## src/rtl/mdpic_pkg.sv

```systemverilog
package mdpic_pkg;
    // Per-column recoded weight shared by all user lanes
    typedef struct packed {
        logic en;   // term contributes
        logic sub;  // subtract (1) or add (0)
        logic dbl;  // weight magnitude 2 (shift by one) instead of 1
    } mdpic_code_t;
endpackage

```

## src/rtl/mdpic_xmat.sv

```systemverilog
// Cross-correlation store: NUSR x NUSR signed entries written one at a time.
// Presents one full column (entry [k][col] for every row k) per cycle.
// Assumes the caller gates writes while a detection is running.
module mdpic_xmat #(
    parameter int NUSR = 8,
    parameter int W    = 12,
    localparam int CW  = $clog2(NUSR)
) (
    input  logic                 clk,
    input  logic                 wr_en,
    input  logic [CW-1:0]        wr_row,
    input  logic [CW-1:0]        wr_col,
    input  logic [W-1:0]         wr_data,
    input  logic [CW-1:0]        rd_col,
    output logic [NUSR*W-1:0]    col_vec
);
    logic [W-1:0] mem [NUSR][NUSR];

    // Entry write
    always_ff @(posedge clk) begin
        if (wr_en) mem[wr_row][wr_col] <= wr_data;
    end

    // Column read, one entry per row
    for (genvar k = 0; k < NUSR; k++) begin : g_rd
        assign col_vec[k*W +: W] = mem[k][rd_col];
    end
endmodule

```

## src/rtl/mdpic_recode.sv

```systemverilog
// Turns the two most recent decision bits of the current column user into a
// weight code: stage 0 uses +-1 from the initial decision, later stages use
// 0 or +-2 from the decision difference. Decision bit 1 means -1.
module mdpic_recode
    import mdpic_pkg::*;
#(
    parameter int NUSR = 8,
    localparam int CW  = $clog2(NUSR)
) (
    input  logic [NUSR-1:0] d_new,
    input  logic [NUSR-1:0] d_old,
    input  logic [CW-1:0]   col,
    input  logic            first,
    output mdpic_code_t     code
);
    // Weight selection for the column user
    always_comb begin
        code.en  = first | (d_new[col] ^ d_old[col]);
        code.sub = ~d_new[col];
        code.dbl = ~first;
    end
endmodule

```

## src/rtl/mdpic_lane.sv

```systemverilog
// One user's accumulator. Loads its matched-filter value, then adds or
// subtracts one shifted cross-correlation term per cycle (skipping its own
// column and zero weights), and clamps/stores the result on a stage's last
// column. Assumes AW is wide enough for NUSR terms of magnitude 2^W.
module mdpic_lane
    import mdpic_pkg::*;
#(
    parameter int NUSR = 8,
    parameter int W    = 12,
    parameter int AW   = 18,
    parameter int IDX  = 0,
    localparam int CW  = $clog2(NUSR)
) (
    input  logic                clk,
    input  logic                rst_n,
    input  logic                load,
    input  logic                step,
    input  logic                last,
    input  logic [W-1:0]        y,
    input  logic [W-1:0]        rval,
    input  mdpic_code_t         code,
    input  logic [CW-1:0]       col,
    output logic                z_neg,
    output logic [W-1:0]        z_q
);
    localparam logic signed [AW-1:0] SMAX = AW'((1 << (W-1)) - 1);
    localparam logic signed [AW-1:0] SMIN = -SMAX - AW'(1);

    logic signed [AW-1:0] acc, rext, term, sum;
    logic [W-1:0]         satv;
    logic                 skip;

    // Shift/sign recoded term and clamped stage result
    always_comb begin
        rext = {{(AW-W){rval[W-1]}}, rval};
        term = code.dbl ? (rext <<< 1) : rext;
        skip = !code.en || (col == CW'(IDX));
        if (skip)          sum = acc;
        else if (code.sub) sum = acc - term;
        else               sum = acc + term;
        if (sum > SMAX)      satv = SMAX[W-1:0];
        else if (sum < SMIN) satv = SMIN[W-1:0];
        else                 satv = sum[W-1:0];
    end

    assign z_neg = satv[W-1];

    // Accumulator and stored stage result
    always_ff @(posedge clk) begin
        if (!rst_n) begin
            acc <= '0;
            z_q <= '0;
        end else if (load) begin
            acc <= {{(AW-W){y[W-1]}}, y};
        end else if (step) begin
            if (last) begin
                z_q <= satv;
                acc <= {{(AW-W){satv[W-1]}}, satv};
            end else begin
                acc <= sum;
            end
        end
    end


    property p_diag;
        @(posedge clk) disable iff (!rst_n)
        (step && !last && col == CW'(IDX)) |=> $stable(acc);
    endproperty
    diag_skip_chk: assert property (p_diag);


    property p_zero_w;
        @(posedge clk) disable iff (!rst_n)
        (step && !last && !code.en) |=> $stable(acc);
    endproperty
    zero_weight_chk: assert property (p_zero_w);
endmodule

```

## src/rtl/mdpic_det.sv

```systemverilog
// Three-stage differencing parallel interference canceller for NUSR
// synchronous users. Column-serial: each stage takes NUSR clocks, all user
// lanes update in parallel. Matrix writes and starts are ignored while busy.
module mdpic_det
    import mdpic_pkg::*;
#(
    parameter int NUSR = 8,
    parameter int W    = 12,
    parameter int NSTG = 3,
    localparam int CW  = $clog2(NUSR),
    localparam int SW  = $clog2(NSTG),
    localparam int AW  = W + CW + 3
) (
    input  logic                clk,
    input  logic                rst_n,
    input  logic                ld_en,
    input  logic [CW-1:0]       ld_row,
    input  logic [CW-1:0]       ld_col,
    input  logic [W-1:0]        ld_data,
    input  logic                start,
    input  logic [NUSR*W-1:0]   soft_in,
    output logic                busy,
    output logic                stage_done,
    output logic [SW-1:0]       stage_num,
    output logic                out_valid,
    output logic [NUSR*W-1:0]   soft_out,
    output logic [NUSR-1:0]     hard_out
);
    logic [CW-1:0]      col;
    logic [SW-1:0]      stg;
    logic               first;
    logic [NUSR-1:0]    d_new, d_old, z_neg, y_neg;
    logic [NUSR*W-1:0]  col_vec;
    logic               load, last;
    mdpic_code_t        code;

    assign load     = !busy && start;
    assign last     = busy && (col == CW'(NUSR-1));
    assign hard_out = d_new;

    mdpic_xmat #(.NUSR(NUSR), .W(W)) u_xmat (
        .clk(clk), .wr_en(ld_en && !busy), .wr_row(ld_row), .wr_col(ld_col),
        .wr_data(ld_data), .rd_col(col), .col_vec(col_vec)
    );

    mdpic_recode #(.NUSR(NUSR)) u_rec (
        .d_new(d_new), .d_old(d_old), .col(col), .first(first), .code(code)
    );

    for (genvar k = 0; k < NUSR; k++) begin : g_lane
        assign y_neg[k] = soft_in[k*W + W-1];
        mdpic_lane #(.NUSR(NUSR), .W(W), .AW(AW), .IDX(k)) u_lane (
            .clk(clk), .rst_n(rst_n), .load(load), .step(busy), .last(last),
            .y(soft_in[k*W +: W]), .rval(col_vec[k*W +: W]), .code(code),
            .col(col), .z_neg(z_neg[k]), .z_q(soft_out[k*W +: W])
        );
    end

    // Sequencer: column/stage counters and decision history
    always_ff @(posedge clk) begin
        if (!rst_n) begin
            busy       <= 1'b0;
            col        <= '0;
            stg        <= '0;
            first      <= 1'b0;
            stage_done <= 1'b0;
            stage_num  <= '0;
            out_valid  <= 1'b0;
            d_new      <= '0;
            d_old      <= '0;
        end else begin
            stage_done <= 1'b0;
            out_valid  <= 1'b0;
            if (load) begin
                busy  <= 1'b1;
                col   <= '0;
                stg   <= '0;
                first <= 1'b1;
                d_new <= y_neg;
            end else if (busy) begin
                if (last) begin
                    col        <= '0;
                    first      <= 1'b0;
                    d_old      <= d_new;
                    d_new      <= z_neg;
                    stage_done <= 1'b1;
                    stage_num  <= stg;
                    if (stg == SW'(NSTG-1)) begin
                        busy      <= 1'b0;
                        out_valid <= 1'b1;
                    end else begin
                        stg <= stg + SW'(1);
                    end
                end else begin
                    col <= col + CW'(1);
                end
            end
        end
    end


    property p_fin;
        @(posedge clk) disable iff (!rst_n)
        out_valid |-> (stage_done && stage_num == SW'(NSTG-1) && !busy);
    endproperty
    final_stage_chk: assert property (p_fin);


    property p_pulse;
        @(posedge clk) disable iff (!rst_n)
        stage_done |=> !stage_done;
    endproperty
    done_pulse_chk: assert property (p_pulse);


    property p_busy_hold;
        @(posedge clk) disable iff (!rst_n)
        (busy && !last) |=> busy;
    endproperty
    busy_hold_chk: assert property (p_busy_hold);


    for (genvar k = 0; k < NUSR; k++) begin : g_sgn
        property p_sign;
            @(posedge clk) disable iff (!rst_n)
            stage_done |-> (hard_out[k] == soft_out[k*W + W-1]);
        endproperty
        hard_sign_chk: assert property (p_sign);
    end
endmodule

```

## config.mk

```make
export PLATFORM = sky130hd
export DESIGN_NAME = mdpic_det
export DESIGN_NICKNAME = d
export VERILOG_FILES = /design/src/rtl/mdpic_pkg.sv /design/src/rtl/mdpic_xmat.sv /design/src/rtl/mdpic_recode.sv /design/src/rtl/mdpic_lane.sv /design/src/rtl/mdpic_det.sv
export SDC_FILE = /design/constraint.sdc
export NUM_CORES = 2
export LEC_CHECK = 0
export BUFFER_PORTS_ARGS = -buffer_cell sky130_fd_sc_hd__buf_2
export CAP_MARGIN = 10
export CORE_UTILIZATION = 50
export CTS_CLUSTER_SIZE = 25
export DETAILED_ROUTE_END_ITERATION = 16
export GPL_ROUTABILITY_DRIVEN = 1
export PLACE_DENSITY_LB_ADDON = 0.3
export SLEW_MARGIN = 20
export SYNTH_ARGS = -nofsm -noshare
export SYNTH_HDL_FRONTEND = slang
export SYNTH_SLANG_ARGS = --single-unit
export TNS_END_PERCENT = 10
```

## constraint.sdc

```tcl
create_clock -name clk -period 8.4 [get_ports clk]
set_clock_uncertainty 0.15 [all_clocks]
set_input_delay 1.26 -clock clk [delete_from_list [all_inputs] [get_ports clk]]
set_output_delay 1.26 -clock clk [all_outputs]
set_load 0.005 [all_outputs]
```

Yosys cells after proc, flatten, opt, wreduce, memory -nomap -nowiden
Memories as Yosys holds them, arrays and structs flattened.
Index checks and enable logic that the tools add are counted.
{"block": "totals", "n_memories": 1, "out_inout_bits": 109, "ram_bits": 768, "reg_bits": 267}
{"memory": "u_xmat.mem", "depth": 8, "word_bits": 96, "read_ports": 8, "rd_ports_with_merged_regs": 0, "wr": 1, "line_no": "mdpic_xmat.sv:17", "source": "logic [W-1:0] mem [NUSR][NUSR];"}
{"block": "op_classes", "addsub": 18, "n_lt_le_gt_ge": 20, "eq_ne": 8, "muxes": 109, "bitwise": 9, "reduce_logical": 23}
{"cell": "two-way mux 18 bit", "count": 40}
{"cell": "two-way mux 12 bit", "count": 41}
{"cell": "binary-select mux 12 bit (select 3 bit)", "count": 8}
{"cell": "adder 18 x 13 -> 18 bit", "count": 8}
{"cell": "greater-than comparator 18 x 12 -> 1 bit, second input constant", "count": 8}
{"cell": "less-than comparator 18 x 12 -> 1 bit, second input constant", "count": 8}
{"cell": "subtractor 18 x 13 -> 18 bit", "count": 8}
{"cell": "two-way mux 96 bit", "count": 1}
{"cell": "demux 12 bit (select 3 bit)", "count": 1}
{"cell": "two-way mux 8 bit", "count": 3}
{"cell": "equality test 3 bit, second input constant", "count": 4}
{"cell": "two-way mux 1 bit", "count": 12}
{"cell": ">= comparator 4 bit, second input constant", "count": 2}
{"cell": "logical OR 1 bit", "count": 8}
{"cell": "NOT 3 -> 4 bit", "count": 2}
{"cell": "binary-select mux 1 bit (select 3 bit)", "count": 2}
{"cell": "equality test 3 x 2 -> 1 bit, second input constant", "count": 2}
{"cell": "AND reduction 3 bit", "count": 2}
{"cell": "NOT 1 bit", "count": 5}
{"cell": "logical AND 1 bit", "count": 4}
{"cell": "less-than comparator 3 x 4 -> 1 bit, second input constant", "count": 1}
{"cell": "less-than comparator 4 x 1 -> 1 bit, second input constant", "count": 1}
{"cell": "nonzero test 2 bit", "count": 2}
{"cell": "OR reduction 4 bit", "count": 1}
{"cell": "12 further kinds", "count": 13}

Logic depth before layout (Yosys ltp)
{"block": "logic_depth", "word_depth": 14, "mapped_depth": 38, "mapped_depth_nobuf": 26}

By module
Synthesis repeated with hierarchy kept, for this count alone.
{"block": "hier_totals", "cells_unflattened": 5005, "area_unflattened_um2": 56898.3}
{"mod": "mdpic_xmat", "seq_area_each_um2": 23062.1, "area_per_inst_um2": 29258.1, "cells_each": 1205, "n_inst": 1}
{"mod": "mdpic_lane at g_lane[1].u_lane ...", "seq_area_each_um2": 600.6, "area_per_inst_um2": 3323.2, "cells_each": 457, "n_inst": 2}
{"mod": "mdpic_lane at g_lane[3].u_lane ...", "seq_area_each_um2": 600.6, "area_per_inst_um2": 3253.1, "cells_each": 456, "n_inst": 2}
{"mod": "mdpic_lane at g_lane[6].u_lane", "seq_area_each_um2": 600.6, "area_per_inst_um2": 3430.8, "cells_each": 462, "n_inst": 1}
{"mod": "mdpic_lane at g_lane[7].u_lane", "seq_area_each_um2": 600.6, "area_per_inst_um2": 3266.9, "cells_each": 458, "n_inst": 1}
{"mod": "mdpic_lane at g_lane[4].u_lane", "seq_area_each_um2": 600.6, "area_per_inst_um2": 3263.1, "cells_each": 456, "n_inst": 1}
{"mod": "mdpic_lane at g_lane[0].u_lane", "seq_area_each_um2": 600.6, "area_per_inst_um2": 3260.6, "cells_each": 460, "n_inst": 1}
{"mod": "mdpic_det", "seq_area_each_um2": 540.5, "area_per_inst_um2": 1112.3, "cells_each": 129, "n_inst": 1}
{"mod": "mdpic_recode", "seq_area_each_um2": 0.0, "area_per_inst_um2": 153.9, "cells_each": 9, "n_inst": 1}

Worst setup path before layout
OpenSTA, ideal clock, no wires.
{"block": "synth_path", "path_kind": "register to register", "from": "reg col[0]", "to": "reg g_lane[6].u_lane.acc[6]", "path_stages_with_launch": 39, "t_arrival_ns": 7.453, "path_buffers": 14, "setup_slack_ns": 0.660, "path_cell_list": "dfxtp_1 > buf_6 > buf_12 > buf_12 > buf_12 > buf_12 > buf_12 > buf_12 > buf_4 > buf_2 > buf_2 > buf_2 > mux4_2 > nand2_1 > nand2_1 > mux2i_1 > ha_1 > nand2_1 > [3 not listed] > nand3_1 > nor2_1 > a31oi_1 > o221ai_1 > ha_1 > clkbuf_1 > a21oi_1 > o21a_1 > o2111ai_1 > and2_0 > o31a_1 > or3_1 > a31o_1 > and2_1 > clkbuf_1 > clkbuf_1 > o311ai_1 > o211ai_1"}
{"block": "synth_via", "elab_chain_len": 14, "word_cells_on_any_way": 27, "classes_between": "add/sub: 2; order compare: 2; eq/ne: 2; mux: 15; bitwise: 3; reduce/logical: 3"}
{"item": "from (decl)", "line_no": "mdpic_det.sv:29", "source": "logic [CW-1:0] col;"}
{"item": "from (signal assigned)", "line_no": "mdpic_det.sv:95", "source": "col <= col + CW'(1);"}
{"item": "NOT 3 -> 4 bit (implied by the code)", "line_no": "mdpic_xmat.sv:26", "source": "assign col_vec[k*W +: W] = mem[k][rd_col];"}
{"item": "binary-select mux 12 bit (select 3 bit)", "line_no": "mdpic_xmat.sv:26"}
{"item": "two-way mux 12 bit (implied by the code) (2 in series)", "line_no": "mdpic_xmat.sv:26"}
{"item": "two-way mux 12 bit", "line_no": "mdpic_lane.sv:36", "source": "term = code.dbl ? (rext <<< 1) : rext;"}
{"item": "subtractor 18 x 13 -> 18 bit / adder 18 x 13 -> 18 bit (equally long branches)", "line_no": "mdpic_lane.sv:39, mdpic_lane.sv:40"}
{"item": "two-way mux 18 bit", "line_no": "mdpic_lane.sv:39", "source": "else if (code.sub) sum = acc - term;"}
{"item": "two-way mux 18 bit", "line_no": "mdpic_lane.sv:38", "source": "if (skip) sum = acc;"}
{"item": "less-than comparator 18 x 12 -> 1 bit", "line_no": "mdpic_lane.sv:42", "source": "else if (sum < SMIN) satv = SMIN[W-1:0];"}
{"item": "two-way mux 12 bit", "line_no": "mdpic_lane.sv:42"}
{"item": "two-way mux 12 bit", "line_no": "mdpic_lane.sv:41", "source": "if (sum > SMAX) satv = SMAX[W-1:0];"}
{"item": "two-way mux 18 bit (*)", "line_no": "mdpic_lane.sv:56", "source": "if (last) begin"}
{"item": "two-way mux 18 bit (*)", "line_no": "mdpic_lane.sv:55", "source": "end else if (step) begin"}
{"item": "two-way mux 18 bit (*)", "line_no": "mdpic_lane.sv:53", "source": "end else if (load) begin"}
{"item": "to (signal assigned)", "line_no": "mdpic_lane.sv:54", "source": "acc <= {{(AW-W){y[W-1]}}, y};"}
{"item": "to (signal assigned)", "line_no": "mdpic_lane.sv:58", "source": "acc <= {{(AW-W){satv[W-1]}}, satv};"}
{"item": "to (signal assigned)", "line_no": "mdpic_lane.sv:60", "source": "acc <= sum;"}
{"item": "to (decl)", "line_no": "mdpic_lane.sv:29", "source": "logic signed [AW-1:0] acc, rext, term, sum;"}
Mark *: on every way between the ends. The rest lies on a longest branch, timed or not. The select of a mux whose other input is x is not followed.
A chain may end at the register's enable or synchronous reset.

Worst setup path after layout
{"block": "layout_path", "from": "reg col[0]", "to": "reg g_lane[4].u_lane.z_q[9]"}
{"block": "layout_via", "elab_chain_len": 11, "word_cells_on_any_way": 25, "classes_between": "add/sub: 2; order compare: 2; eq/ne: 2; mux: 12; bitwise: 3; reduce/logical: 4"}
{"item": "NOT 3 -> 4 bit (implied by the code)", "line_no": "mdpic_xmat.sv:26"}
{"item": "binary-select mux 12 bit (select 3 bit)", "line_no": "mdpic_xmat.sv:26"}
{"item": "two-way mux 12 bit (implied by the code) (2 in series)", "line_no": "mdpic_xmat.sv:26"}
{"item": "two-way mux 12 bit", "line_no": "mdpic_lane.sv:36"}
{"item": "subtractor 18 x 13 -> 18 bit / adder 18 x 13 -> 18 bit (equally long branches)", "line_no": "mdpic_lane.sv:39, mdpic_lane.sv:40"}
{"item": "two-way mux 18 bit", "line_no": "mdpic_lane.sv:39"}
{"item": "two-way mux 18 bit", "line_no": "mdpic_lane.sv:38"}
{"item": "less-than comparator 18 x 12 -> 1 bit", "line_no": "mdpic_lane.sv:42"}
{"item": "two-way mux 12 bit", "line_no": "mdpic_lane.sv:42"}
{"item": "two-way mux 12 bit", "line_no": "mdpic_lane.sv:41"}
{"item": "to (signal assigned)", "line_no": "mdpic_lane.sv:57", "source": "z_q <= satv;"}
{"item": "to (decl)", "line_no": "mdpic_lane.sv:24", "source": "output logic [W-1:0] z_q"}
Several ways; a longest one is shown, not always the timed one. The select of a mux whose other input is x is not followed.

==> run metrics <==
run status finished, final reports clean; Via-to-Cell Ratio 6.36; hold depth 2; Power per Cell Area 210 nW/um2; Hold Slack 0.302 ns; Synth Flop Type edfxtp_1; Fillers 8953; CTS Sinks just over 1k; Setup Crit Path Kind reg -> reg; Yosys warnings 0; Tcrit/Tclk final approximately 92%; TritonCTS clock tree built; WP data arrival 8.18 ns; I/O Buffers 226; post-CTS resize count 0; post-synthesis sequential element count 1035; Max Slew Vio Count 0; Util after Layout 56.3%; most common cell in the netlist edfxtp_1; die area 112000 um2; f_max 129 MHz; pre-CTS WS 0.766 ns; initial antenna violation count 16; r2r setup slk 0.67 ns; first-pass iteration count of the detailed router 7; Worst Hold Class reg -> reg; Pint 9.22 mW; Multi-input gate area 25300 um2; final instance area 61600 um2; Final setup violation count 0; Startpoint Class flop; Placement Cell Area 58100 um2; Core Region 109000 um2; Mapped Area 55400 um2; Final nets roughly 5.3k; Async SR Flop Fraction 0%; global-route usage over all layers between 20% and 30%; area delta synth->final 11.3%; Mapped Avg Cell Area 11.4 um2; FF-to-FF End g_lane[4].u_lane.z_q[9]; RSZ-0062 raised after global routing false; clock buffer depth 3; FF/Latch Area 28400 um2; Rel. slew slack 25.3%; final worst slack ~0.67 ns; root buffer cell clkbuf_16; Synth cell types 119; sw frac between 20% and 30%; Post-synth EDFFs 768; Clock Latency Late Sink 0.69 ns; Final ANT Viol Nets 0; detailed-route via count about 42k; post-CTS setup repair buffer count 0; syn_nets approximately 5.1k; share of layout cells above drive strength 1 between 10% and 20%; DRC Markers 0; Hold Path End stage_num[1]; post-synthesis cell count 4861; critical path peak fanout a little over 50; 1st-iter DRT viols 4904; Comb pwr share around a fifth; sequential group share of total power 44.0%; WL/cell 24.4 um; largest net degree at the start of global routing 175; top cells by area, synth edfxtp_1, dfxtp_1, mux4_2; max-cap viol count 0; leading area contributor after synthesis edfxtp_1; vias in the first global route just under 40k; crit end category flop; Num CTS Buffers 101; top-area cell type share of the netlist area a little over two fifths; min cycle time layout 7.73 ns; setup TNS 0 ns; Die Span X 335 um; R2R depth 19; first-pass GRT wire length 242000 um; total net switching power roughly 3.7 mW; Leakage 22.3 nW; Clk pin slew, worst setup/hold paths around 0.060 ns; worst hold start stage_num[1]; Worst Path Required about 8.9 ns; # hold bufs at CTS 0; final hold vios 0; # IOs approximately 230; worst-margin pin slew 1.09 ns; DP HPWL around 110000 um; Starting Density 50.6%; Routed WL 161000 um; Commonest cells post-synth edfxtp_1, nand2_1, nor2_1; Site Rows 121; H-tree depth 3; Die Span Y 335 um; part of the power in the clock network 36.1%; sequential element share of the synthesized area around half; maximum vdd drop 0.178 mV; GP Congestion roughly 0.94; Crit Reg-Reg Startpoint col[0]; total global routing overflow 0
[state kept, by name, summed over array words and instances (netlist names)]
register           count
busy                   1
col                    3
d_old                  8
first                  1
g_lane.u_lane.acc    144
g_lane.u_lane.z_q     96
hard_out               8
out_valid              1
stage_done             1
stage_num              2
stg                    2
u_xmat.mem           768
[final cells by class]
class                           instances  area share, %
Inverter                               96          0.597
Tap cell                             1476           3.00
Antenna cell                            7         0.0284
Sequential cell                      1035           46.2
Clock buffer                          126           4.44
Multi-Input combinational cell       3459           41.1
Clock inverter                         56           1.04
Timing Repair Buffer                  357           3.60
[worst max path at each step]
stage                     slack, ns                       to  cells past startpoint   start
final                          0.67  g_lane[4].u_lane.z_q[9]                     19  col[0]
after global routing           0.12  g_lane[6].u_lane.z_q[1]                     25  col[0]
after CTS                      0.75  g_lane[4].u_lane.z_q[9]                     19  col[0]
after detailed placement       0.77  g_lane[4].u_lane.z_q[9]                     19  col[0]
after global placement         0.99  g_lane[4].u_lane.z_q[4]                     19  col[0]
after floorplan                0.66  g_lane[6].u_lane.acc[6]                     38  col[0]
[metrics by stage]
stage,cells,total power [mW]
after floorplan,4861,7.60
after global placement,6422,8.25
after detailed placement,6422,8.28
after CTS,6604,12.9
after global routing,6611,13.4
final,6612,12.9
[metal layers]
layer | GRT usage, % | share of wire, % | vias up
li1 | - | - | 19100
met1 | 41.2 | 43 | 20600
met2 | 42.1 | 44 | 2127
met3 | 5.09 | 9.7 | 270
met4 | 9.61 | 3.0 | 16
met5 | 0 | 0.068 | -
[worst max-delay path, stage by stage, from the launching register on]
cell and delay, ns:
dfxtp_4 0.77, buf_12 0.38, buf_4 0.33, mux4_2 0.57, or3_1 0.40, a21oi_1 0.23
nand2_1 0.12, nor2_1 0.22, and3_1 0.23, o21ai_0 0.10, a221oi_1 0.33, ha_1 0.38
a211o_1 0.37, o311a_1 0.30, nor4_1 0.52, nand4_1 0.14, a2111oi_0 0.97, o31ai_2 0.43
or2_2 0.39, a21oi_1 0.14
[kinds of logic after synthesis]
kind of cell,synth area share (%)
and+or+nand+nor,11.3
AOI/OAI and AO/OA,16.0
DFF,51.3
muxes,12.1
buffers and inverters,3.19
adders and majority gates,3.70
xor gates and xnor gates,2.33
[placed cells by master (no fill, tap or decap), types with 51 or more instances in the layout]
cell type  netlist  routed
mux4_2         176     176
xor2_1          57      57
nand2_1        523     520
mux2i_1        168     167
buf_4           12     125
nand3_1         86      86
buf_2           37     224
o21ai_0        348     347
dfxtp_1        267     262
edfxtp_1       768     768
o21a_1          57      57
clkbuf_16        0     104
nor3_1          95      95
o31ai_1         51      51
nor2_1         385     351
ha_1           151     151
o22ai_1         51      51
xnor2_1         80      80
inv_1           90      89
a21oi_1        362     362
[power groups by stage]
stage / combinational [mW] / sequential (mW) / clock (mW)
2_1_floorplan: 1.86 / 5.73 / 0
3_3_place_gp: 2.47 / 5.78 / 0
3_5_place_dp: 2.50 / 5.79 / 0
4_1_cts: 2.51 / 5.68 / 4.71
5_1_grt: 2.80 / 5.69 / 4.89
6_report: 2.57 / 5.68 / 4.67
Power figures use the tool's default switching activity.
